$ cat src/rtl/barrel_shift_stages.sv
module barrel_shift_stages #(
  parameter int W  = 32,
  parameter int AW = $clog2(W)
) (
  input  logic [W-1:0]  din,
  input  logic [AW-1:0] amt,
  input  logic [1:0]    mode,
  output logic [W-1:0]  dout
);

  localparam logic [1:0] M_LSR = 2'b00;
  localparam logic [1:0] M_ASR = 2'b01;
  localparam logic [1:0] M_LSL = 2'b10;
  localparam logic [1:0] M_ROR = 2'b11;

  logic [W-1:0] st [0:AW];
  logic         sgn;

  assign st[0] = din;
  assign sgn   = din[W-1];

  for (genvar k = 0; k < AW; k++) begin : g_stage
    localparam int S = 2 ** k;
    logic [W-1:0] moved;

    always_comb begin
      case (mode)
        M_ASR:   moved = {{S{sgn}}, st[k][W-1:S]};
        M_LSL:   moved = {st[k][W-S-1:0], {S{1'b0}}};
        M_ROR:   moved = {st[k][S-1:0], st[k][W-1:S]};
        M_LSR:   moved = {{S{1'b0}}, st[k][W-1:S]};
        default: moved = st[k];
      endcase
    end

    assign st[k+1] = amt[k] ? moved : st[k];
  end

  assign dout = st[AW];

endmodule


$ cat config.mk
export PLATFORM = sky130hd
export DESIGN_NAME = barrel_shift_stages
export DESIGN_NICKNAME = d
export VERILOG_FILES = /design/src/rtl/barrel_shift_stages.sv
export SDC_FILE = /design/constraint.sdc
export NUM_CORES = 1
export LEC_CHECK = 0
export ABC_AREA = 1
export BUFFER_PORTS_ARGS = -buffer_cell sky130_fd_sc_hd__buf_2
export CORE_UTILIZATION = 35
export DETAILED_ROUTE_END_ITERATION = 7
export PLACE_DENSITY_LB_ADDON = 0.25
export SYNTH_ARGS = -nofsm -noshare
export SYNTH_HDL_FRONTEND = slang
export SYNTH_SLANG_ARGS = --single-unit
export TNS_END_PERCENT = 30
$ cat constraint.sdc
create_clock -name vclk -period 2.51
set_clock_uncertainty 0.15 [all_clocks]
set_input_delay 0.251 -clock vclk [all_inputs]
set_output_delay 0.251 -clock vclk [all_outputs]
set_load 0.02 [all_outputs]
==> results.md <==
* Status: finished, violations left
* Failing checks: DRC
* Worst setup margin at 0.0310 ns
* Non-Filler Instances at about 1,000
* # DRC at 10
* Crit-path leading delay family: buffers and inverters
* Worst path arrival time at 2.08 ns
* Synth cell types at 32
* Height of the die at around 100 um
* Routed WL per cell at about 16 um
* Vias/cell at 5.75
* Leading post-synthesis cells by cell area: nand2_1 (36%), nand3_1 (26%), nand3_2 (6.8%)
* Worst Path Required at 2.11 ns
* Slew Viols, Final at 0
* Min Tclk post-route at 2.48 ns
* Register Area at 0 um^2
* Number of global-route vias before repair at 4,755
* GPL Wtd Cong at 1.00
* RSZ-0062 raised after global routing: yes
* # placed instances at 967
* Startpoint types: primary input
* Synth Cell Area at 3540 um^2
* Initial core utilization at 0.362
* Final wirelength at 15,800 um
* FFs & Latches at 0
* Worst Tran Pin Value at roughly 0.54 ns
* Worst Setup SP: mode[0]
* Mapped Cells at 756
* Clock buffers at 0
* Rows at 36
* Ports at 71
* DR vias at around 5,600
* Power per cell area at approximately 250 nW/um^2
* Hold Path Class: primary input to output pin
* Port-buffer cells at between 70 and 80
* Remaining global-route overflow at 0
* Share of the synthesized area in the top cell type at 0.360
* Critical path endpoint category: output pin
* Pin count of the biggest net entering global routing at 32
* Initial antenna violation count at 0
* Routed Antenna Nets at 0
* Final setup fails at 0
* DRT Pass-1 Iters at 8
* Syn Nets at 795
* Die width at 103 um
* Crit share post-route at 0.988
* Global-route wire length before repair at 23,400 um
* Area leader, netlist: nand2_1
* CP peak stage delay at between 0.15 and 0.2 ns
* Buf+Inv Stages, Crit Path at 8
* Antenna Cells at 0
* Max rail drop VDD at 0.116 mV
* Ratio of cells with drive above 1 in the final layout at 0.382
* Tot Pwr at approximately 1.3 mW
* FMAX at 403 MHz
* Die ar. at 10,500 um^2
* DP HPWL at around 12,000 um
* Leakage at roughly 2.9 nW
* Critical path class: primary input to output pin
* Crit path top cell by count: buf_4
* Final net count at 891
* DR iter-0 viols at 595
* Final Hold Fails at 0
* Fillcell total at 1,011
* Area of the multi-input gates at 3780 um^2
* Setup WS pre-CTS at -0.169 ns
* CP cell instances: buf_4 -> buf_12 -> inv_8 -> nand2_8 -> buf_4 -> nor2_4 -> buf_4 -> buf_4 -> nand2_2 -> nand2_1 -> nand2_1 -> nand3_2 -> nand2_1 -> nand3_1 -> o21ai_1 -> nand2_1 -> inv_1 -> buf_4
* Register area share after synthesis at 0
* Overall Global Routing Usage at 0.282
* Mean Syn Cell Area at 4.68 um^2
* Maxcap violations at 0
* Core Region at 9770 um^2
* Warnings, synthesis at 0
* Worst relative slew slack at 0.637
* Hold path start: amt[3]
* Area Growth Syn to Fin at 49.0%
* Post-CTS Hold Fix Bufs at 0
* Slowest cell on crit path: buf_4
* CP Max Fanout at 7
## cell usage in the layout (no fill, tap or decap), drive strengths merged
cell type	Yosys	final
o22ai	1	1
o211ai	6	6
a21boi	1	1
nand2	347	347
nand4	22	22
o21bai	1	1
or2	1	1
clkbuf	14	2
o31ai	1	1
nand3b	1	1
buf	29	134
nor2	18	19
a21oi	12	12
o21ai	34	34
nand3	205	205
clkinv	3	3
inv	60	60
## worst paths after layout
path	slack (ns)	depth (start not counted)	end
worst min-delay path	0.84	5	dout[7]
worst max-delay path	0.03	18	dout[24]
## what timing repair did
action,CTS,global route
gates resized for setup,19,183
cloned,1,2
endpoints found under the setup margin,32,32
buffers inserted,0,13
pin swaps,1,37
## cell usage after synthesis (5+ instances only)
cell type / instances
o21ai_1: 29
nand3_2: 24
nand2_1: 339
buf_6: 6
nand2_2: 7
inv_2: 5
nand4_1: 22
nand3_1: 181
clkbuf_1: 14
inv_1: 54
o211ai_1: 5
nor2_1: 11
a21oi_1: 11
buf_1: 5
buf_2: 13
## final cells by class
class              instances  share of cell area
repair buffers           136               0.206
multi-input cells        651               0.716
well taps                133              0.0316
inverters                 63              0.0463
## routing by layer
| metal | up-vias | global-route usage | wire (um) |
|---|---|---|---|
| met3 | 71 | 0.0305 | 1570 |
| li1 | 2686 | - | - |
| met5 | - | 0 | 0 |
| met4 | 0 | 0.100 | 743 |
| met2 | 355 | 0.469 | 7380 |
| met1 | 2537 | 0.375 | 6090 |
## through the flow
stage / instance area [um^2] / utilization / hold slack [ns] / TNS, ns
after detailed placement: 4250 / 0.435 / 0.840 / -3.33
final: 5270 / 0.540 / 0.842 / 0
after CTS: 4340 / 0.444 / 0.842 / -0.00985
after floorplan: 3540 / - / 0.497 / 0
after global routing: 5270 / 0.540 / 0.870 / -1.14
after global placement: 4250 / 0.435 / 0.850 / -2.80
## where the power goes
group,internal [mW],switching [mW]
registers,0,0
clock network,0,0
logic,0.491,0.843
total,0.491,0.843
## logic make-up after synthesis
group | synth area share
AND/OR/NAND/NOR | 0.770
AO/OA/AOI/OAI | 0.0905
buffers and inverters | 0.139
(Power assumes the default switching activity.)
